### src/rtl/rtc3w_pkg.sv
package rtc3w_pkg;
  localparam int IDX_W = 5;

  localparam logic [7:0] WP_CMD    = 8'h8E;
  localparam logic [7:0] WP_OPEN   = 8'h00;
  localparam logic [7:0] WP_LOCK   = 8'h80;
  localparam logic [7:0] RAM0_WR   = 8'hC0;
  localparam logic [7:0] RAM0_RD   = 8'hC1;
  localparam logic [7:0] PROBE_PAT = 8'h42;

  typedef enum logic [1:0] {OP_READ = 2'd0, OP_WRITE = 2'd1, OP_PROBE = 2'd2, OP_NONE = 2'd3} hostOp_t;
  typedef enum logic [1:0] {J_INIT, J_READ, J_WRITE, J_PROBE} job_t;

  typedef struct packed {
    logic       start;
    logic       isRead;
    logic [7:0] cmd;
    logic [7:0] wdata;
  } txnStrobe_t;

  function automatic logic [7:0] cmdWrite(input logic [IDX_W-1:0] idx);
    return {2'b10, idx, 1'b0};
  endfunction

  function automatic logic [7:0] cmdRead(input logic [IDX_W-1:0] idx);
    return {2'b10, idx, 1'b1};
  endfunction
endpackage

### src/rtl/rtc3w_datapath.sv
module rtc3w_datapath
  import rtc3w_pkg::*;
#(
  parameter int CLK_DIV     = 4,
  parameter int OPEN_UNITS  = 5,
  parameter int CLOSE_UNITS = 2
) (
  input  logic       clk,
  input  logic       rstN,
  input  txnStrobe_t strobe,
  input  logic       sdaIn,
  output logic       txnDone,
  output logic [7:0] rxByte,
  output logic       ceOut,
  output logic       sclkOut,
  output logic       sdaOut,
  output logic       sdaOe
);
  localparam int DIV_W    = (CLK_DIV > 1) ? $clog2(CLK_DIV) : 1;
  localparam int UNIT_MAX = (OPEN_UNITS > CLOSE_UNITS) ? OPEN_UNITS : CLOSE_UNITS;
  localparam int UNIT_W   = $clog2(UNIT_MAX + 1);

  typedef enum logic [2:0] {D_IDLE, D_OPEN, D_BITLO, D_BITHI, D_CLOSE} dpState_t;

  dpState_t          st;
  logic [UNIT_W-1:0] unitCnt;
  logic [3:0]        bitIdx;
  logic [7:0]        txReg;
  logic [7:0]        dataReg;
  logic [7:0]        rxReg;
  logic              rdMode;
  logic              running;
  logic              tick;

  assign running = (st != D_IDLE);
  assign rxByte  = rxReg;

  // Tick generator: one tick per SCLK half-period
  generate
    if (CLK_DIV == 1) begin : gDirect
      assign tick = running;
    end else begin : gDiv
      logic [DIV_W-1:0] divCnt;
      always_ff @(posedge clk or negedge rstN) begin
        if (!rstN) divCnt <= '0;
        else if (!running || divCnt == DIV_W'(CLK_DIV - 1)) divCnt <= '0;
        else divCnt <= divCnt + 1'b1;
      end
      assign tick = running && (divCnt == DIV_W'(CLK_DIV - 1));
    end
  endgenerate

  always_ff @(posedge clk or negedge rstN) begin
    if (!rstN) begin
      st      <= D_IDLE;
      unitCnt <= '0;
      bitIdx  <= '0;
      txReg   <= '0;
      dataReg <= '0;
      rxReg   <= '0;
      rdMode  <= 1'b0;
      txnDone <= 1'b0;
      ceOut   <= 1'b0;
      sclkOut <= 1'b0;
      sdaOut  <= 1'b0;
      sdaOe   <= 1'b0;
    end else begin
      txnDone <= 1'b0;
      case (st)
        D_IDLE: begin
          if (strobe.start) begin
            st      <= D_OPEN;
            unitCnt <= '0;
            bitIdx  <= '0;
            txReg   <= strobe.cmd;
            dataReg <= strobe.wdata;
            rdMode  <= strobe.isRead;
            ceOut   <= 1'b0;
            sclkOut <= 1'b0;
          end
        end
        D_OPEN: begin
          if (tick) begin
            if (unitCnt == UNIT_W'(OPEN_UNITS - 1)) begin
              ceOut  <= 1'b1;
              sdaOe  <= 1'b1;
              sdaOut <= txReg[0];
              st     <= D_BITLO;
            end else begin
              unitCnt <= unitCnt + 1'b1;
            end
          end
        end
        D_BITLO: begin
          if (tick) begin
            sclkOut <= 1'b1;
            st      <= D_BITHI;
            if (rdMode && bitIdx[3]) rxReg <= {sdaIn, rxReg[7:1]};
          end
        end
        D_BITHI: begin
          if (tick) begin
            sclkOut <= 1'b0;
            bitIdx  <= bitIdx + 4'd1;
            if (bitIdx == 4'd15) begin
              sdaOe   <= 1'b0;
              unitCnt <= '0;
              st      <= D_CLOSE;
            end else if (bitIdx == 4'd7) begin
              st <= D_BITLO;
              if (rdMode) begin
                sdaOe <= 1'b0;
              end else begin
                txReg  <= dataReg;
                sdaOut <= dataReg[0];
              end
            end else begin
              st     <= D_BITLO;
              txReg  <= {1'b0, txReg[7:1]};
              sdaOut <= txReg[1];
            end
          end
        end
        D_CLOSE: begin
          if (tick) begin
            if (unitCnt == UNIT_W'(CLOSE_UNITS - 1)) begin
              ceOut   <= 1'b0;
              txnDone <= 1'b1;
              st      <= D_IDLE;
            end else begin
              unitCnt <= unitCnt + 1'b1;
            end
          end
        end
        default: st <= D_IDLE;
      endcase
    end
  end
endmodule

### src/rtl/rtc3w_ctrl.sv
module rtc3w_ctrl
  import rtc3w_pkg::*;
#(
  parameter logic [IDX_W-1:0] TRICKLE_IDX   = 5'd8,
  parameter logic [3:0]       TRICKLE_UPPER = 4'hA,
  parameter logic [3:0]       TRICKLE_CFG   = 4'h5,
  parameter logic [IDX_W-1:0] SECONDS_IDX   = 5'd0
) (
  input  logic             clk,
  input  logic             rstN,
  input  logic             readOnly,
  input  logic             reqValid,
  input  logic [1:0]       reqOp,
  input  logic [IDX_W-1:0] reqIdx,
  input  logic [7:0]       reqData,
  output txnStrobe_t       strobe,
  input  logic             txnDone,
  input  logic [7:0]       rxByte,
  output logic             busy,
  output logic             done,
  output logic [7:0]       rdData,
  output logic             probeFail
);
  typedef enum logic [1:0] {C_IDLE, C_LAUNCH, C_WAIT, C_FIN} ctlState_t;

  ctlState_t        cState;
  job_t             job;
  logic [2:0]       step;
  logic [2:0]       lastStep;
  logic [IDX_W-1:0] idxR;
  logic [7:0]       dataR;
  logic [7:0]       holdR;
  logic [7:0]       tCmd;
  logic [7:0]       tData;
  logic             tRead;

  // Frame table: which command and data each step of each job sends
  always_comb begin
    tCmd     = WP_CMD;
    tData    = WP_OPEN;
    tRead    = 1'b0;
    lastStep = 3'd0;
    case (job)
      J_READ: begin
        tCmd  = cmdRead(idxR);
        tRead = 1'b1;
      end
      J_WRITE: begin
        lastStep = 3'd2;
        case (step)
          3'd0: ;
          3'd1: begin tCmd = cmdWrite(idxR); tData = dataR; end
          default: tData = WP_LOCK;
        endcase
      end
      J_PROBE: begin
        lastStep = 3'd3;
        case (step)
          3'd0: ;
          3'd1: begin tCmd = RAM0_WR; tData = PROBE_PAT; end
          3'd2: begin tCmd = RAM0_RD; tRead = 1'b1; end
          default: tData = WP_LOCK;
        endcase
      end
      default: begin
        lastStep = readOnly ? 3'd3 : 3'd6;
        case (step)
          3'd0: ;
          3'd1: begin tCmd = cmdWrite(TRICKLE_IDX); tData = {TRICKLE_UPPER, TRICKLE_CFG}; end
          3'd2: tData = WP_LOCK;
          3'd3: begin tCmd = cmdRead(SECONDS_IDX); tRead = 1'b1; end
          3'd4: ;
          3'd5: begin tCmd = cmdWrite(SECONDS_IDX); tData = holdR & 8'h7F; end
          default: tData = WP_LOCK;
        endcase
      end
    endcase
  end

  assign strobe.start  = (cState == C_LAUNCH);
  assign strobe.isRead = tRead;
  assign strobe.cmd    = tCmd;
  assign strobe.wdata  = tData;
  assign busy          = (cState != C_IDLE);

  always_ff @(posedge clk or negedge rstN) begin
    if (!rstN) begin
      cState    <= C_LAUNCH;
      job       <= J_INIT;
      step      <= '0;
      idxR      <= '0;
      dataR     <= '0;
      holdR     <= '0;
      done      <= 1'b0;
      rdData    <= '0;
      probeFail <= 1'b0;
    end else begin
      done <= 1'b0;
      case (cState)
        C_IDLE: begin
          if (reqValid) begin
            idxR  <= reqIdx;
            dataR <= reqData;
            step  <= '0;
            case (hostOp_t'(reqOp))
              OP_READ: begin
                job    <= J_READ;
                cState <= C_LAUNCH;
              end
              OP_WRITE: begin
                job    <= J_WRITE;
                cState <= (readOnly && reqIdx != TRICKLE_IDX) ? C_FIN : C_LAUNCH;
              end
              OP_PROBE: begin
                job       <= J_PROBE;
                probeFail <= 1'b0;
                cState    <= C_LAUNCH;
              end
              default: ;
            endcase
          end
        end
        C_LAUNCH: cState <= C_WAIT;
        C_WAIT: begin
          if (txnDone) begin
            if (tRead) holdR <= rxByte;
            if (step == lastStep) cState <= C_FIN;
            else begin
              step   <= step + 3'd1;
              cState <= C_LAUNCH;
            end
          end
        end
        default: begin
          cState <= C_IDLE;
          if (job != J_INIT) done <= 1'b1;
          if (job == J_READ || job == J_PROBE) rdData <= holdR;
          if (job == J_PROBE) probeFail <= (holdR != PROBE_PAT);
        end
      endcase
    end
  end
endmodule

### src/rtl/rtc3w_master.sv
module rtc3w_master
  import rtc3w_pkg::*;
#(
  parameter int                CLK_DIV       = 4,
  parameter int                OPEN_UNITS    = 5,
  parameter int                CLOSE_UNITS   = 2,
  parameter logic [IDX_W-1:0]  TRICKLE_IDX   = 5'd8,
  parameter logic [3:0]        TRICKLE_UPPER = 4'hA,
  parameter logic [3:0]        TRICKLE_CFG   = 4'h5
) (
  input  logic       clk,
  input  logic       rstN,
  input  logic       readOnly,
  input  logic       reqValid,
  input  logic [1:0] reqOp,
  input  logic [4:0] reqIdx,
  input  logic [7:0] reqData,
  output logic       busy,
  output logic       done,
  output logic [7:0] rdData,
  output logic       probeFail,
  output logic       ceOut,
  output logic       sclkOut,
  output logic       sdaOut,
  output logic       sdaOe,
  input  logic       sdaIn
);
  txnStrobe_t strobe;
  logic       txnDone;
  logic [7:0] rxByte;

  rtc3w_ctrl #(
    .TRICKLE_IDX(TRICKLE_IDX), .TRICKLE_UPPER(TRICKLE_UPPER),
    .TRICKLE_CFG(TRICKLE_CFG), .SECONDS_IDX(5'd0)
  ) uCtrl (
    .clk(clk), .rstN(rstN), .readOnly(readOnly), .reqValid(reqValid),
    .reqOp(reqOp), .reqIdx(reqIdx), .reqData(reqData), .strobe(strobe),
    .txnDone(txnDone), .rxByte(rxByte), .busy(busy), .done(done),
    .rdData(rdData), .probeFail(probeFail)
  );

  rtc3w_datapath #(
    .CLK_DIV(CLK_DIV), .OPEN_UNITS(OPEN_UNITS), .CLOSE_UNITS(CLOSE_UNITS)
  ) uPath (
    .clk(clk), .rstN(rstN), .strobe(strobe), .sdaIn(sdaIn),
    .txnDone(txnDone), .rxByte(rxByte), .ceOut(ceOut), .sclkOut(sclkOut),
    .sdaOut(sdaOut), .sdaOe(sdaOe)
  );
endmodule

### config.mk
export PLATFORM = sky130hd
export DESIGN_NAME = rtc3w_master
export DESIGN_NICKNAME = d
export VERILOG_FILES = /design/src/rtl/rtc3w_pkg.sv /design/src/rtl/rtc3w_datapath.sv /design/src/rtl/rtc3w_ctrl.sv /design/src/rtl/rtc3w_master.sv
export SDC_FILE = /design/constraint.sdc
export NUM_CORES = 1
export LEC_CHECK = 0
export CORE_ASPECT_RATIO = 0.9
export CORE_MARGIN = 2
export CORE_UTILIZATION = 58
export DETAILED_ROUTE_END_ITERATION = 16
export PLACE_DENSITY = 0.8
export SKIP_CTS_REPAIR_TIMING = 1
export SLEW_MARGIN = 20
export SYNTH_ARGS = -nofsm -noshare
export SYNTH_HDL_FRONTEND = slang
export SYNTH_SLANG_ARGS = --single-unit
### constraint.sdc
create_clock -name clk -period 2.4 [get_ports clk]
set_input_delay 0.48 -clock clk [delete_from_list [all_inputs] [get_ports clk]]
set_output_delay 0.48 -clock clk [all_outputs]
set_load 0.02 [all_outputs]
==> out/metrics.csv <==
stage,metric,value,unit
floorplan,Initial Utilization,59.7,%
timing,fin crit period,2.13,ns
worst_setup_path,Worst Path Required,2.64,ns
global_route,vias in the first global route,3203,
floorplan,core area,7000,um^2
drt,DR WL/cell,16.9,um
outcome,status,completed,
clocking,Worst-path clk slew,0.10,ns
layout,sequential standard cell area,2000,um^2
layout,number of diodes,0,
synth,mapped cell area,4180,um^2
timing,crit share post-route,88.8,%
timing,Setup Viol. Count Final,0,
flow_run,Max Cap Viol,0,
synth,post-synth cell types,58,
timing,Fmax,469,MHz
worst_setup_path,Startpoint Class,flip-flop,
worst_setup_path,r2r startpoint,uCtrl.cState[0],
layout,fill count,527,
timing,Slew @ Worst Pin,0.773,ns
worst_setup_path,Critical-path top delay cell,dfstp_2,
global_route,met3 GRT Util,6.37,%
synth,multiplexer area fraction after synthesis,11.5,%
drt,Vias/cell,5.96,
clocking,total CTS buffers,9,
timing,RSZ-0062 raised after global routing,no,
floorplan,I/O pin cnt,35,
global_route,remaining global-route overflow,0,
drt,TritonRoute pass-1 iters,4,
power,leakage power,2.17,nW
worst_setup_path,R2R setup slack,0.27,ns
timing,worst clock skew,0.00796,ns
layout,# nets final,485,
worst_setup_path,Setup CP Type,flip-flop to flip-flop,
worst_setup_path,endpoint type of the worst setup path,flip-flop,
floorplan,die height,84.5,um
global_route,initial antenna violation count,0,
timing,final hold violation count,0,
synth,Syn Nets,445,
worst_setup_path,reg2reg end,uPath.txReg[5],
hold_path,Hold WC Path Type,primary input to asynchronous set/reset pin,
drt,initial DRC count,179,
synth,post-synth top area cell,dfrtp_1,
synth,Simple-Gate Fraction of Synth Area,15.1,%
clocking,CTS H-tree depth,3,
placement,Buffers on Ports,34,
synth,main combinational cell family by area after synthesis,compound AO/OA/AOI/OAI gates,
layout,layout cells sized above 1,16.0,%
floorplan,row cnt,29,
clocking,TritonCTS Sinks,80,
synth,Synth async-reset ratio,100,%
worst_setup_path,R2R depth,5,
power,pwr dens,495,nW/um^2
layout,Layout Cells excl Fill,544,
worst_setup_path,CP bufs+invs,0,
synth,Syn Area/Cell,10.3,um^2
global_route,first-pass GRT wire length,15300,um
floorplan,Die Wd,93.5,um
worst_setup_path,Worst EP arrival,2.38,ns
worst_setup_path,"delay-heaviest family, CP",simple AND/OR/NAND/NOR gates,
global_route,Total GRT Usage,24.7,%
drt,DR DRC count,0,
global_route,GRT Max-Usage Layer,met2,
synth,yosys warns,0,
synth,register area share after synthesis,47.9,%
drt,Final ANT Viol Nets,0,
drt,WL final,9200,um
placement,hpwl dp,6730,um
synth,main area contributors after synthesis,"dfrtp_1 47%, mux2_2 8.9%, ha_1 5.7%",
global_route,met2 usage,39.2,%
floorplan,Die ar.,7900,um^2
power,Max rail drop VDD,0.000378,V
clocking,worst skew pair latency,0.36,ns
placement,setup slack at placement,0.0361,ns
synth,area share of the largest cell type after synthesis,47.3,%
placement,placed cells,528,
synth,Synth Area in XOR/XNOR,0.419,%
synth,Seq cells post-synth,80,
timing,final worst slack,0.269,ns
synth,Synth Area in Compound Gates,15.3,%
clocking,Max clock buf depth,2,
timing,Final Slew Violations,0,
drt,DR vias,3243,
synth,"EDFF count, synth",0,
synth,ys flop type,dfrtp_1,
worst_setup_path,worst-path fanout max,15,
clocking,TritonCTS clock tree,built,
placement,GP Congestion,0.842,
global_route,largest net degree at the start of global routing,62,
synth,Post-Synth Adder-Cell Area,5.69,%
clocking,Clk Tree Root Cell,clkbuf_8,
timing,Rel. slew slack,48.5,%
worst_setup_path,crit-path cells,ha_1 > or3b_1 > a21oi_4 > nand2_2 > mux2_1,
layout,"commonest cells after routing, fill and taps aside","79 x dfrtp_1, 39 x nand2_1, 33 x mux2_2",
layout,area of the multi-input gates,2010,um^2
power,Power Total,2.40,mW
worst_setup_path,Critical Path Max Stage Delay,0.56,ns
global_route,met1 Track Usage GR,33.0,%
worst_setup_path,stages on the worst setup path,5,
layout,Layout area overhead,15.9,%
layout,"commonest non-fill, non-tap cell in the layout",dfrtp_1,
synth,Mapped Cells,406,
==> how the worst max path moves through the flow <==
| stage | start | endpoint |
|---|---|---|
| 3_3_place_gp | readOnly | uCtrl.step[2] |
| 5_1_grt | uCtrl.cState[0] | uPath.txReg[5] |
| 2_1_floorplan | uCtrl.cState[0] | uPath.txReg[5] |
| 6_report | uCtrl.cState[0] | uPath.txReg[5] |
| 3_5_place_dp | readOnly | uCtrl.step[2] |
| 4_1_cts | uCtrl.cState[0] | busy |
==> area by class of cell <==
cell class,instances,area share [%]
clock buffers,9,2.56
inverters,21,1.63
flip-flops and latches,80,41.4
clock inverters,7,1.42
repair buffers,48,9.20
well taps,93,2.40
multi-input cells,286,41.4
==> cell usage after synthesis (all sizes together), types with 2 or more instances <==
library cell,instances
dfrtp,79
nand2,40
mux2,39
o21ai,32
a21oi,27
inv,21
ha,19
nor2,17
buf,12
nor2b,12
nor3,12
nand3,9
o31ai,9
clkbuf,7
nand2b,5
nand4,5
mux2i,4
nor3b,4
a221oi,3
a31oi,3
and2,3
and3,3
nor4,3
or3,3
a211oi,2
a21boi,2
a21o,2
a22oi,2
a311oi,2
a32o,2
a32oi,2
nand3b,2
nor4bb,2
o21bai,2
o22ai,2
==> sequential cells by signal (all words and copies together) (netlist names) <==
register,cells
uCtrl.idxR,5
uPath.dataReg,8
uCtrl.job,2
uPath.sclkOut,1
uCtrl.cState,2
uPath.rdMode,1
uPath.unitCnt,3
uPath.txReg,8
uPath.gDiv.divCnt,2
uCtrl.rdData,8
uPath.bitIdx,4
uPath.txnDone,1
uPath.sdaOut,1
uCtrl.probeFail,1
uPath.ceOut,1
uPath.st,3
uCtrl.dataR,8
uCtrl.done,1
uPath.sdaOe,1
uCtrl.holdR,8
uCtrl.step,3
uPath.rxByte,8
==> worst reg2reg max path: stages, from the launching register on <==
cell     delay [ns]
dfstp_2        0.56
ha_1           0.20
or3b_1         0.43
a21oi_4        0.24
nand2_2        0.23
mux2_1         0.36
==> routing by layer <==
metal	share of wire, %	up-vias	wire [um]
li1	-	1536	-
met1	44	1561	4060
met2	48	125	4400
met3	5.9	21	544
met4	2.1	0	190
met5	0	-	0
==> power breakdown <==
group	internal (mW)	total (mW)	switching, mW
logic	0.0328	0.0708	0.0381
registers	1.35	1.35	0
clock network	0.410	0.979	0.568
total	1.79	2.40	0.606
==> kinds of logic (layout without fill, tap and decap cells) <==
kind of cell             after synthesis  after routing
AND/OR/NAND/NOR                      122            122
AO/OA/AOI/OAI                        100            100
flip-flops                            80             80
multiplexers                          43             43
buffers and inverters                 40             85
adder cells (fa/ha/maj)               19             19
XOR/XNOR                               2              2
==> per-stage QoR <==
stage	util (%)	setup TNS, ns	cell area (um^2)	hold WS, ns
2_1_floorplan	-	0	4180	0.184
3_3_place_gp	66.4	0	4650	0.424
3_5_place_dp	66.4	0	4650	0.433
4_1_cts	69.1	-0.0995	4840	0.213
5_1_grt	69.2	0	4840	0.237
6_report	69.2	0	4840	0.183
Power figures use the tool's default switching activity.
